File: config.mk
export PLATFORM = sky130hd
export DESIGN_NAME = vphy_mgmt
export DESIGN_NICKNAME = d
export VERILOG_FILES = /design/src/rtl/vphy_pkg.sv /design/src/rtl/vphy_mdio_frame.sv /design/src/rtl/vphy_aneg.sv /design/src/rtl/vphy_regs.sv /design/src/rtl/vphy_mgmt.sv
export SDC_FILE = /design/constraint.sdc
export NUM_CORES = 1
export LEC_CHECK = 0
export ABC_AREA = 0
export BUFFER_PORTS_ARGS = -buffer_cell sky130_fd_sc_hd__buf_2
export CAP_MARGIN = 40
export CORE_ASPECT_RATIO = 0.75
export CORE_UTILIZATION = 50
export DETAILED_ROUTE_END_ITERATION = 10
export GPL_ROUTABILITY_DRIVEN = 0
export PLACE_DENSITY = 0.69
export SYNTH_ARGS = -nofsm -noshare
export SYNTH_HDL_FRONTEND = slang
export SYNTH_SLANG_ARGS = --single-unit
File: constraint.sdc
create_clock -name clk -period 2.32 [get_ports clk]
set_clock_uncertainty 0.1 [all_clocks]
set_input_delay 0.464 -clock clk [delete_from_list [all_inputs] [get_ports clk]]
set_output_delay 0.464 -clock clk [all_outputs]
set_load 0.01 [all_outputs]
File: src/rtl/vphy_pkg.sv
package vphy_pkg;

    typedef enum logic [2:0] {
        FR_PRE,
        FR_START,
        FR_HDR,
        FR_TA,
        FR_DATA
    } fr_state_e;

    localparam logic [5:0]  PRE_ONES     = 6'd32;
    localparam logic [4:0]  RA_CTRL      = 5'd0;
    localparam logic [4:0]  RA_STAT      = 5'd1;
    localparam logic [4:0]  RA_ID_HI     = 5'd2;
    localparam logic [4:0]  RA_ID_LO     = 5'd3;
    localparam logic [4:0]  RA_ADV       = 5'd4;
    localparam logic [4:0]  RA_LP        = 5'd5;

    localparam logic [15:0] CTRL_WMASK   = 16'h7D80;
    localparam logic [15:0] CTRL_DEF     = 16'h3100;
    localparam logic [15:0] ADV_WMASK    = 16'h01E0;
    localparam logic [15:0] ADV_DEF      = 16'h01E0;
    localparam logic [15:0] ADV_SEL      = 16'h0001;
    localparam logic [15:0] STAT_FIXED   = 16'h7809;

    localparam int CB_SWRST  = 15;
    localparam int CB_SPEED  = 13;
    localparam int CB_AN_EN  = 12;
    localparam int CB_AN_RS  = 9;
    localparam int CB_DUPLEX = 8;

    // returns {speed_100, full_duplex}, best common mode first
    function automatic logic [1:0] an_resolve(input logic [15:0] adv);
        if (adv[8])      return 2'b11;
        else if (adv[7]) return 2'b10;
        else if (adv[6]) return 2'b01;
        else             return 2'b00;
    endfunction

endpackage

File: src/rtl/vphy_mdio_frame.sv
module vphy_mdio_frame
    import vphy_pkg::*;
#(
    parameter logic [4:0] PHY_ADDR = 5'd1
) (
    input  logic        clk,
    input  logic        rst_n,
    input  logic        mdc,
    input  logic        mdio_i,
    input  logic [15:0] rd_data,
    output logic [4:0]  reg_addr,
    output logic        wr_en,
    output logic [15:0] wr_data,
    output logic        mdio_o,
    output logic        mdio_oe
);

    localparam int SYNC_W = 3;
    localparam int HDR_W  = 12;

    typedef struct packed {
        logic [SYNC_W-1:0] mdc_s;
        logic [1:0]        dio_s;
        fr_state_e         st;
        logic [5:0]        cnt;
        logic              rd;
        logic [HDR_W-1:0]  hdr;
        logic [15:0]       sh;
        logic [4:0]        ra;
        logic              oe;
        logic              o;
        logic              wr;
    } fr_t;

    fr_t q, d;
    logic             rise;
    logic             bitv;
    logic [HDR_W-1:0] full;

    always_comb begin
        d       = q;
        d.mdc_s = {q.mdc_s[SYNC_W-2:0], mdc};
        d.dio_s = {q.dio_s[0], mdio_i};
        d.wr    = 1'b0;
        rise    = q.mdc_s[1] & ~q.mdc_s[2];
        bitv    = q.dio_s[1];
        full    = {q.hdr[HDR_W-2:0], bitv};
        if (rise) begin
            unique case (q.st)
                FR_PRE: begin
                    if (bitv) begin
                        d.cnt = (q.cnt >= PRE_ONES) ? PRE_ONES : q.cnt + 6'd1;
                    end else if (q.cnt >= PRE_ONES) begin
                        d.st  = FR_START;
                        d.cnt = '0;
                    end else begin
                        d.cnt = '0;
                    end
                end
                FR_START: begin
                    d.st  = bitv ? FR_HDR : FR_PRE;
                    d.cnt = '0;
                end
                FR_HDR: begin
                    d.hdr = full;
                    if (q.cnt == 6'(HDR_W - 1)) begin
                        d.cnt = '0;
                        if (full[9:5] == PHY_ADDR &&
                            (full[11:10] == 2'b10 || full[11:10] == 2'b01)) begin
                            d.st = FR_TA;
                            d.rd = (full[11:10] == 2'b10);
                            d.ra = full[4:0];
                        end else begin
                            d.st = FR_PRE;
                        end
                    end else begin
                        d.cnt = q.cnt + 6'd1;
                    end
                end
                FR_TA: begin
                    if (q.cnt == 6'd0) begin
                        d.cnt = 6'd1;
                        if (q.rd) begin
                            d.oe = 1'b1;
                            d.o  = 1'b0;
                            d.sh = rd_data;
                        end
                    end else begin
                        d.st  = FR_DATA;
                        d.cnt = '0;
                        if (q.rd) begin
                            d.o  = q.sh[15];
                            d.sh = {q.sh[14:0], 1'b0};
                        end
                    end
                end
                FR_DATA: begin
                    if (q.rd) begin
                        if (q.cnt == 6'd15) begin
                            d.oe  = 1'b0;
                            d.o   = 1'b0;
                            d.st  = FR_PRE;
                            d.cnt = '0;
                        end else begin
                            d.o   = q.sh[15];
                            d.sh  = {q.sh[14:0], 1'b0};
                            d.cnt = q.cnt + 6'd1;
                        end
                    end else begin
                        d.sh = {q.sh[14:0], bitv};
                        if (q.cnt == 6'd15) begin
                            d.wr  = 1'b1;
                            d.st  = FR_PRE;
                            d.cnt = '0;
                        end else begin
                            d.cnt = q.cnt + 6'd1;
                        end
                    end
                end
                default: begin
                    d.st  = FR_PRE;
                    d.cnt = '0;
                end
            endcase
        end
    end

    always_ff @(posedge clk or negedge rst_n) begin
        if (!rst_n) begin
            q <= '{mdc_s: '0, dio_s: '0, st: FR_PRE, cnt: '0, rd: 1'b0,
                   hdr: '0, sh: '0, ra: '0, oe: 1'b0, o: 1'b0, wr: 1'b0};
        end else begin
            q <= d;
        end
    end

    assign reg_addr = q.ra;
    assign wr_en    = q.wr;
    assign wr_data  = q.sh;
    assign mdio_o   = q.o;
    assign mdio_oe  = q.oe;

    // the first driven turnaround bit is a zero
    a_r1_ta_zero: assert property (@(posedge clk) disable iff (!rst_n)
        $rose(q.oe) |-> !q.o);

    // a write strobe lasts one clock
    a_r1_wr_single: assert property (@(posedge clk) disable iff (!rst_n)
        q.wr |=> !q.wr);

    // the line is never driven on a write frame
    a_r1_no_drive_on_write: assert property (@(posedge clk) disable iff (!rst_n)
        q.wr |-> !q.oe);

endmodule

File: src/rtl/vphy_aneg.sv
module vphy_aneg
    import vphy_pkg::*;
#(
    parameter int AN_HOLD_CYC = 64
) (
    input  logic        clk,
    input  logic        rst_n,
    input  logic        restart,
    input  logic        an_en,
    input  logic [15:0] adv,
    output logic        done,
    output logic [15:0] lp,
    output logic        res_spd,
    output logic        res_dup
);

    localparam int CW = (AN_HOLD_CYC > 2) ? $clog2(AN_HOLD_CYC) : 1;
    localparam logic [CW-1:0] CNT_LOAD = CW'(AN_HOLD_CYC - 1);

    typedef struct packed {
        logic          busy;
        logic [CW-1:0] cnt;
        logic          done;
        logic [15:0]   lp;
        logic          spd;
        logic          dup;
    } an_t;

    an_t q, d;

    always_comb begin
        d = q;
        if (restart) begin
            d.busy = 1'b1;
            d.cnt  = CNT_LOAD;
            d.done = 1'b0;
            d.lp   = '0;
        end else if (!an_en) begin
            d.busy = 1'b0;
            d.done = 1'b0;
            d.lp   = '0;
        end else if (q.busy) begin
            if (q.cnt == '0) begin
                d.busy            = 1'b0;
                d.done            = 1'b1;
                d.lp              = adv;
                {d.spd, d.dup}    = an_resolve(adv);
            end else begin
                d.cnt = q.cnt - 1'b1;
            end
        end
    end

    always_ff @(posedge clk or negedge rst_n) begin
        if (!rst_n) begin
            q <= '{busy: 1'b1, cnt: CNT_LOAD, done: 1'b0, lp: '0,
                   spd: 1'b0, dup: 1'b0};
        end else begin
            q <= d;
        end
    end

    assign done    = q.done;
    assign lp      = q.lp;
    assign res_spd = q.spd;
    assign res_dup = q.dup;

    // a restart always clears the complete flag
    a_r9_restart_clears: assert property (@(posedge clk) disable iff (!rst_n)
        restart |=> !q.done);

    // completion only ends a running countdown
    a_r9_done_from_busy: assert property (@(posedge clk) disable iff (!rst_n)
        $rose(q.done) |-> $past(q.busy) && !q.busy);

    // partner ability copies the advertisement at completion
    a_r10_lp_mirror: assert property (@(posedge clk) disable iff (!rst_n)
        $rose(q.done) |-> q.lp == $past(adv));

endmodule

File: src/rtl/vphy_regs.sv
module vphy_regs
    import vphy_pkg::*;
#(
    parameter logic [15:0] ID_HI = 16'h2A5C,
    parameter logic [15:0] ID_LO = 16'h9E31
) (
    input  logic        clk,
    input  logic        rst_n,
    input  logic [4:0]  addr,
    input  logic        wr_en,
    input  logic [15:0] wr_data,
    input  logic [2:0]  ext_restart,
    input  logic        an_done,
    input  logic [15:0] an_lp,
    input  logic        res_spd,
    input  logic        res_dup,
    output logic [15:0] rd_data,
    output logic        an_restart,
    output logic        an_en_next,
    output logic [15:0] adv_rd,
    output logic        link_up,
    output logic        speed_100,
    output logic        full_duplex
);

    typedef struct packed {
        logic [15:0] ctrl;
        logic [15:0] adv;
    } rg_t;

    rg_t  q, d;
    logic ext_any;
    logic an_en;

    always_comb begin
        d          = q;
        an_restart = 1'b0;
        ext_any    = |ext_restart;
        if (ext_any) begin
            d.ctrl     = CTRL_DEF;
            d.adv      = ADV_DEF;
            an_restart = 1'b1;
        end else if (wr_en) begin
            if (addr == RA_CTRL) begin
                if (wr_data[CB_SWRST]) begin
                    d.ctrl     = CTRL_DEF;
                    d.adv      = ADV_DEF;
                    an_restart = 1'b1;
                end else begin
                    d.ctrl     = wr_data & CTRL_WMASK;
                    an_restart = wr_data[CB_AN_EN] &
                                 (wr_data[CB_AN_RS] | ~q.ctrl[CB_AN_EN]);
                end
            end else if (addr == RA_ADV) begin
                d.adv = wr_data & ADV_WMASK;
            end
        end
        an_en_next = d.ctrl[CB_AN_EN];
    end

    always_ff @(posedge clk or negedge rst_n) begin
        if (!rst_n) begin
            q <= '{ctrl: CTRL_DEF, adv: ADV_DEF};
        end else begin
            q <= d;
        end
    end

    assign an_en       = q.ctrl[CB_AN_EN];
    assign adv_rd      = q.adv | ADV_SEL;
    assign link_up     = !an_en || an_done;
    assign speed_100   = an_en ? (an_done & res_spd) : q.ctrl[CB_SPEED];
    assign full_duplex = an_en ? (an_done & res_dup) : q.ctrl[CB_DUPLEX];

    always_comb begin
        unique case (addr)
            RA_CTRL:  rd_data = q.ctrl;
            RA_STAT:  rd_data = STAT_FIXED | {10'd0, an_done, 2'd0, link_up, 2'd0};
            RA_ID_HI: rd_data = ID_HI;
            RA_ID_LO: rd_data = ID_LO;
            RA_ADV:   rd_data = adv_rd;
            RA_LP:    rd_data = an_lp;
            default:  rd_data = '0;
        endcase
    end

    // an external event restores the defaults
    a_r13_ext_defaults: assert property (@(posedge clk) disable iff (!rst_n)
        (|ext_restart) |=> (q.ctrl == CTRL_DEF) && (q.adv == ADV_DEF));

    // writes outside the writable registers change nothing
    a_r8_ro_write: assert property (@(posedge clk) disable iff (!rst_n)
        (wr_en && !ext_any && addr != RA_CTRL && addr != RA_ADV)
        |=> $stable(q.ctrl) && $stable(q.adv));

    // self-clearing bits never hold a stored 1
    a_r4_selfclear: assert property (@(posedge clk) disable iff (!rst_n)
        wr_en |=> !q.ctrl[CB_SWRST] && !q.ctrl[CB_AN_RS]);

endmodule

File: src/rtl/vphy_mgmt.sv
module vphy_mgmt
    import vphy_pkg::*;
#(
    parameter logic [4:0]  PHY_ADDR    = 5'd1,
    parameter logic [15:0] ID_HI       = 16'h2A5C,
    parameter logic [15:0] ID_LO       = 16'h9E31,
    parameter int          AN_HOLD_CYC = 64
) (
    input  logic       clk,
    input  logic       rst_n,
    input  logic       mdc,
    input  logic       mdio_i,
    output logic       mdio_o,
    output logic       mdio_oe,
    input  logic [2:0] ext_restart,
    output logic       an_complete,
    output logic       link_up,
    output logic       speed_100,
    output logic       full_duplex
);

    logic [4:0]  reg_addr;
    logic        wr_en;
    logic [15:0] wr_data;
    logic [15:0] rd_data;
    logic        an_restart;
    logic        an_en_next;
    logic [15:0] adv_rd;
    logic        an_done;
    logic [15:0] an_lp;
    logic        res_spd;
    logic        res_dup;

    vphy_mdio_frame #(.PHY_ADDR(PHY_ADDR)) u_frame (
        .clk      (clk),
        .rst_n    (rst_n),
        .mdc      (mdc),
        .mdio_i   (mdio_i),
        .rd_data  (rd_data),
        .reg_addr (reg_addr),
        .wr_en    (wr_en),
        .wr_data  (wr_data),
        .mdio_o   (mdio_o),
        .mdio_oe  (mdio_oe)
    );

    vphy_regs #(.ID_HI(ID_HI), .ID_LO(ID_LO)) u_regs (
        .clk         (clk),
        .rst_n       (rst_n),
        .addr        (reg_addr),
        .wr_en       (wr_en),
        .wr_data     (wr_data),
        .ext_restart (ext_restart),
        .an_done     (an_done),
        .an_lp       (an_lp),
        .res_spd     (res_spd),
        .res_dup     (res_dup),
        .rd_data     (rd_data),
        .an_restart  (an_restart),
        .an_en_next  (an_en_next),
        .adv_rd      (adv_rd),
        .link_up     (link_up),
        .speed_100   (speed_100),
        .full_duplex (full_duplex)
    );

    vphy_aneg #(.AN_HOLD_CYC(AN_HOLD_CYC)) u_aneg (
        .clk     (clk),
        .rst_n   (rst_n),
        .restart (an_restart),
        .an_en   (an_en_next),
        .adv     (adv_rd),
        .done    (an_done),
        .lp      (an_lp),
        .res_spd (res_spd),
        .res_dup (res_dup)
    );

    assign an_complete = an_done;

    // with negotiation running the link is down
    a_r12_link_down_busy: assert property (@(posedge clk) disable iff (!rst_n)
        (an_restart && an_en_next) |=> !link_up && !speed_100 && !full_duplex);

endmodule

Word-level counts from Yosys, hierarchy flattened
Cells that the tools add are included.
- word-level logic and storage cells: 140
- bits of input ports: 7
- register bits: 109
- multiplexer cells: 56
- reductions and logical operators: 26
- equal/unequal tests: 27
- bitwise logic cells: 8
- $lt $le $gt $ge: 1
- $add $sub $neg: 2
- operator list (operator ; number):
    2-to-1 mux 16 bit ; 9
    case mux 16 bit (6 select lines) ; 1
    2-to-1 mux 32 bit ; 2
    case mux 9 bit (5 select lines) ; 1
    2-to-1 mux 6 bit ; 6
    case mux 16 bit (2 select lines) ; 1
    2-to-1 mux 26 bit ; 1
    2-to-1 mux 24 bit ; 1
    2-to-1 mux 1 bit ; 19
    2-to-1 mux 19 bit ; 1
    2-to-1 mux 17 bit ; 1
    AND reduction 4 bit ; 4
    2-to-1 mux 15 bit ; 1
    2-to-1 mux 3 bit ; 5
    == test 6 x 4 -> 1 bit (second input constant) ; 2
    logical NOT 6 bit ; 2
    2-to-1 mux 2 bit ; 6
    inequality test 2 x 1 -> 1 bit (second input constant) ; 6
    AND reduction 6 bit ; 2
    == test 5 x 1 -> 1 bit (second input constant) ; 2
    == test 5 x 2 -> 1 bit (second input constant) ; 2
    == test 5 x 3 -> 1 bit (second input constant) ; 2
    nonzero test 2 bit ; 5
    inequality test 3 x 2 -> 1 bit (second input constant) ; 3
    other kinds (23) ; 35

Longest topological paths before layout
- depth in word-level cells: 9
- depth in mapped cells: 8

By module
Synthesis repeated with hierarchy kept, for this count alone.
- cell total of the unflattened synthesis: 497
- area, all modules: 5077.4 um2
- by module, submodules not included (module ; area each (um2) ; cells each ; times used):
    vphy_mdio_frame ; 2593.7 ; 211 ; 1
    vphy_aneg ; 1403.8 ; 145 ; 1
    vphy_regs ; 1079.8 ; 141 ; 1

Worst setup path before layout
Ideal clock, no wire load.
- path type: register to register
- start: reg u_frame.q[37] (netlist bit)
- end: reg u_frame.q[45] (netlist bit)
- library setup time: 128 ps
- period minus slack after synthesis: 2311 ps
- slack: 9 ps
- buffers on the path: 0
- arrival time: 2084 ps
- stages on the path, launching flop included: 6
- cell sequence: dfrtp_1 ha_1 or3b_1 or3b_4 a221o_1 mux2_1
- word-level cells in the longest chain between the ends: 3
- elaborated cells between the ends (all ways): 9
- those cells by class: 1 x order compare; 6 x eq/ne; 2 x reduce/logical
- RTL lines (what ; RTL line ; text):
    from (decl) ; vphy_mdio_frame.sv:35 ; fr_t q, d;
    from (signal assigned) ; vphy_mdio_frame.sv:130 ; q <= '{mdc_s: '0, dio_s: '0, st: FR_PRE, cnt: '0, rd: 1'b0,
    >= comparator 6 bit, or another cell as far along ; vphy_mdio_frame.sv:53 ; end else if (q.cnt >= PRE_ONES) begin
    inequality test 2 x 1 -> 1 bit (no line) or inequality test 2 bit (tied branches) ; -- ;
    AND reduction 6 bit (no line) * ; -- ;
Mark *: on every way between the ends. The rest lies on a longest branch, timed or not.
A chain may end at the register's enable or synchronous reset.

Final worst setup path
Same ends and word-level chain as after synthesis.

==> results.sh <==
export IMPL_rows=27
export IMPL_fin_ws_ns=0.00307
export IMPL_io_pins=13
export IMPL_yosysTopAreaCell="dfrtp_1"
export IMPL_ant_nets=0
export IMPL_setup_tns_ns=0
export IMPL_slowest_stage="or3b_4"
export IMPL_syn_to_final_growth_pct=15.4
export IMPL_synthArstFlopShare_pct=100
export IMPL_power_leakage_nw=2.03
export IMPL_start_kind="register"
export IMPL_fp_dieH_microns=78.5
export IMPL_placed_cells=537
export IMPL_synth_ff_type="dfrtp_1"
export IMPL_synth_top_area_share_pct=39.8
export IMPL_drc=0
export IMPL_seq_area_frac_synth_pct=49.3
export IMPL_syn_area_per_cell_sq_um=9.57
export IMPL_setup_viol=0
export IMPL_start_util_pct=52.4
export IMPL_slew_violations=0
export IMPL_syn_area_sq_mm=0.00390
export IMPL_path_max_fanout=5
export IMPL_num_antenna_cells=0
export IMPL_rr_worst_depth=5
export IMPL_h_tree_depth=3
export IMPL_clock_sinks=76
export IMPL_port_buffers=12
export IMPL_cts_setup_buffers=0
export IMPL_grt_pass1_wl_mm=15.1
export IMPL_synth_seq_cells=76
export IMPL_worstPathCellList="ha_1 -> or3b_4 -> or3b_4 -> a221o_1 -> mux2_1"
export IMPL_grt_pass1_vias=3022
export IMPL_dr_total_vias=3210
export IMPL_max_vdd_ir_drop_uv=344
export IMPL_drt_iter0_markers=312
export IMPL_cts_max_path_buffers=2
export IMPL_fin_cells=553
export IMPL_routedWlPerCell_microns=16.3
export IMPL_cp_startpoint="u_frame.q[37]"
export IMPL_synth_nets=418
export IMPL_critical_path_required_ns=2.45
export IMPL_grt_max_degree=43
export IMPL_max_freq_mhz=432
export IMPL_worst_slew_pin_slew_ns=0.543
export IMPL_violations="negative hold slack"
export IMPL_rsz0062_at_grt="yes"
export IMPL_core_area_sq_mm=0.00743
export IMPL_rrSetupSlack_ns=0.003
export IMPL_synth_edf_count=0
export IMPL_hold_buffers=0
export IMPL_fin_crit_sh_pct=99.9
export IMPL_hold_slack_ns=-0.0149
export IMPL_worst_ep_arrival_time_ns=2.45
export IMPL_cpPeakStageDelay_ns=0.44
export IMPL_syn_instance_count=407
export IMPL_viasPerCell=5.80
export IMPL_min_path_type="input port to async pin"
export IMPL_timing_rr_start="u_frame.q[37]"
export IMPL_grt_overflow=0
export IMPL_finalCriticalPeriod_ns=2.32
export IMPL_root_buffer="clkbuf_8"
export IMPL_finalWirelength_mm=9.01
export IMPL_grt_usage_pct=24.0
export IMPL_worstSkewPairLatency_ns=0.35
export IMPL_dieArea_sq_mm=0.00815
export IMPL_yosys_warnings=0
export IMPL_hold_viol_final=11
export IMPL_drt_pass1_iterations=5
export IMPL_status="complete, but fails checks"
export IMPL_synth_area_leaders="dfrtp_1 40%, dfstp_2 9.4%, mux2_2 4.9%, a21oi_1 4.8%, nor2_1 4.4%"
export IMPL_slew_headroom_pct=63.8
export IMPL_p_per_area_mw_per_mm2=584
export IMPL_fp_dieW_microns=104
export IMPL_synth_cell_types=53
export IMPL_place_ws_ns=-0.0195
export IMPL_final_nets=458
export IMPL_drive_gt1_share_pct=25.9
export IMPL_cts_tree="built"
export IMPL_crit_path_frequent_cell="or3b_4"
export IMPL_r2r_end="u_frame.q[45]"
export IMPL_clk_pin_slew_worst_paths_ns=0.08
export IMPL_dp_hpwl_mm=6.58
export IMPL_cts_made_buffers=9
export IMPL_grt_antenna_before_repair=0
export IMPL_end_kind="register"
export IMPL_crit_type="register to register"
export IMPL_cap_violations=0
## Yosys cell counts (3+ instances only)
cell and count:
nor4_1 7, nand3_1 16, and3_1 4, nor2_1 46
mux2i_1 6, ha_1 4, o22ai_1 3, clkbuf_1 20
or3_1 3, nand2b_1 6, nand3b_1 5, nand2_1 23
nor3_2 3, nor3b_1 8, nor2b_1 4, a22oi_1 9
a211oi_1 3, a31oi_1 12, nor3_1 10, mux2_2 17
or3b_2 3, dfrtp_1 62, o21ai_0 22, and2_1 3
o211ai_1 4, a21o_1 3, a21oi_1 37, or2_2 4
dfstp_2 14, inv_1 16
## timing repair
| action | in CTS | in global routing |
|---|---|---|
| resized for setup | 1 | 4 |
| cloned | 0 | 0 |
| setup endpoints to repair | 2 | 9 |
| pin swaps | 1 | 0 |
## cells by family after synthesis
logic type	share of synthesized area, %
flops	49.3
fa+ha+maj	1.28
buf+inv	3.82
xor+xnor	0.225
compound gates	18.0
mux	6.74
simple gates	20.7
## worst max path at each step
stage               endpoint  slack [ns]
6_report       u_frame.q[45]       0.003
5_1_grt        u_frame.q[45]       -0.04
4_1_cts        u_frame.q[45]        0.01
3_5_place_dp   u_frame.q[45]       -0.02
3_3_place_gp   u_frame.q[44]        0.06
2_1_floorplan  u_frame.q[45]       0.009
## sequential cells by signal, summed over array words and instances (netlist names), 3 cells and up
register and count:
u_frame.reg_addr 5, u_frame.d 3, u_aneg.lp 6, u_regs.adv_rd 4
u_aneg.q 7, u_regs.q 6, u_frame.wr_data 16, u_frame.q 11
u_frame.full 11
## metrics by stage
step / area [sq um] / utilization (%) / hold slack [ns] / total power, mW
after floorplan: 3900 / - / 0.0684 / 1.57
after global placement: 4300 / 57.9 / 0.234 / 1.72
after detailed placement: 4300 / 57.9 / 0.244 / 1.73
after CTS: 4480 / 60.3 / 0.000276 / 2.64
after global routing: 4500 / 60.5 / 0.0129 / 2.76
final: 4500 / 60.5 / -0.0149 / 2.63
## critical path: cells and delay by family (launching register included)
kind | cells | cell delay [ns]
DFF | 1 | 0.35
AOI/OAI and AO/OA | 1 | 0.39
and+or+nand+nor | 2 | 0.85
adders and majority gates | 1 | 0.17
muxes | 1 | 0.34
## cell type report
| cell class | count | area [sq um] |
|---|---|---|
| Fill cell | 637 | 2940 |
| Sequential cell | 76 | 1920 |
| Multi-Input combinational cell | 292 | 1850 |
| Timing Repair Buffer | 52 | 363 |
| Clock buffer | 10 | 138 |
| Tap cell | 101 | 126 |
| Inverter | 16 | 60.1 |
| Clock inverter | 6 | 38.8 |
## layer usage
metal  routed length (microns)  up-vias  global-route usage [%]  share of wire [%]
met5                         0        -                       0                  0
met4                       104        0                    7.29                1.2
met3                       571       10                    4.73                6.3
met2                      3860       97                    35.8                 43
met1                      4470     1551                    35.2                 50
li1                          -     1552                       -                  -
## cells in the final DEF, fill, tap and decap left out, types with 3 or more instances in the layout
| cell type | netlist | routed |
|---|---|---|
| ha_1 | 4 | 4 |
| nor4_1 | 7 | 6 |
| nor2b_1 | 4 | 4 |
| dfstp_2 | 14 | 14 |
| nand2_1 | 23 | 23 |
| a31oi_1 | 12 | 12 |
| a211oi_1 | 3 | 3 |
| o211ai_1 | 4 | 4 |
| and3_1 | 4 | 4 |
| o21ai_0 | 22 | 21 |
| nor3_2 | 3 | 4 |
| buf_4 | 0 | 41 |
| o22ai_1 | 3 | 3 |
| clkbuf_8 | 0 | 10 |
| mux2i_1 | 6 | 6 |
| nand3b_1 | 5 | 5 |
| a21oi_1 | 37 | 37 |
| and2_1 | 3 | 3 |
| buf_2 | 2 | 11 |
| nand3_1 | 16 | 16 |
| nor3b_1 | 8 | 8 |
| nor2_1 | 46 | 46 |
| inv_1 | 16 | 16 |
| dfrtp_1 | 62 | 62 |
| or3b_2 | 3 | 3 |
| a21o_1 | 3 | 3 |
| or2_2 | 4 | 4 |
| nor3_1 | 10 | 9 |
| a22oi_1 | 9 | 9 |
| or3_1 | 3 | 3 |
| mux2_2 | 17 | 17 |
| nand2b_1 | 6 | 6 |
## power by group
group / leakage, nW / internal, mW / switching, mW
combinational: 0.957 / 0.135 / 0.203
sequential: 0.986 / 1.36 / 0.0199
clock: 0.0901 / 0.415 / 0.496
total: 2.03 / 1.91 / 0.719
Note: power is estimated with default switching activity, not from simulation.
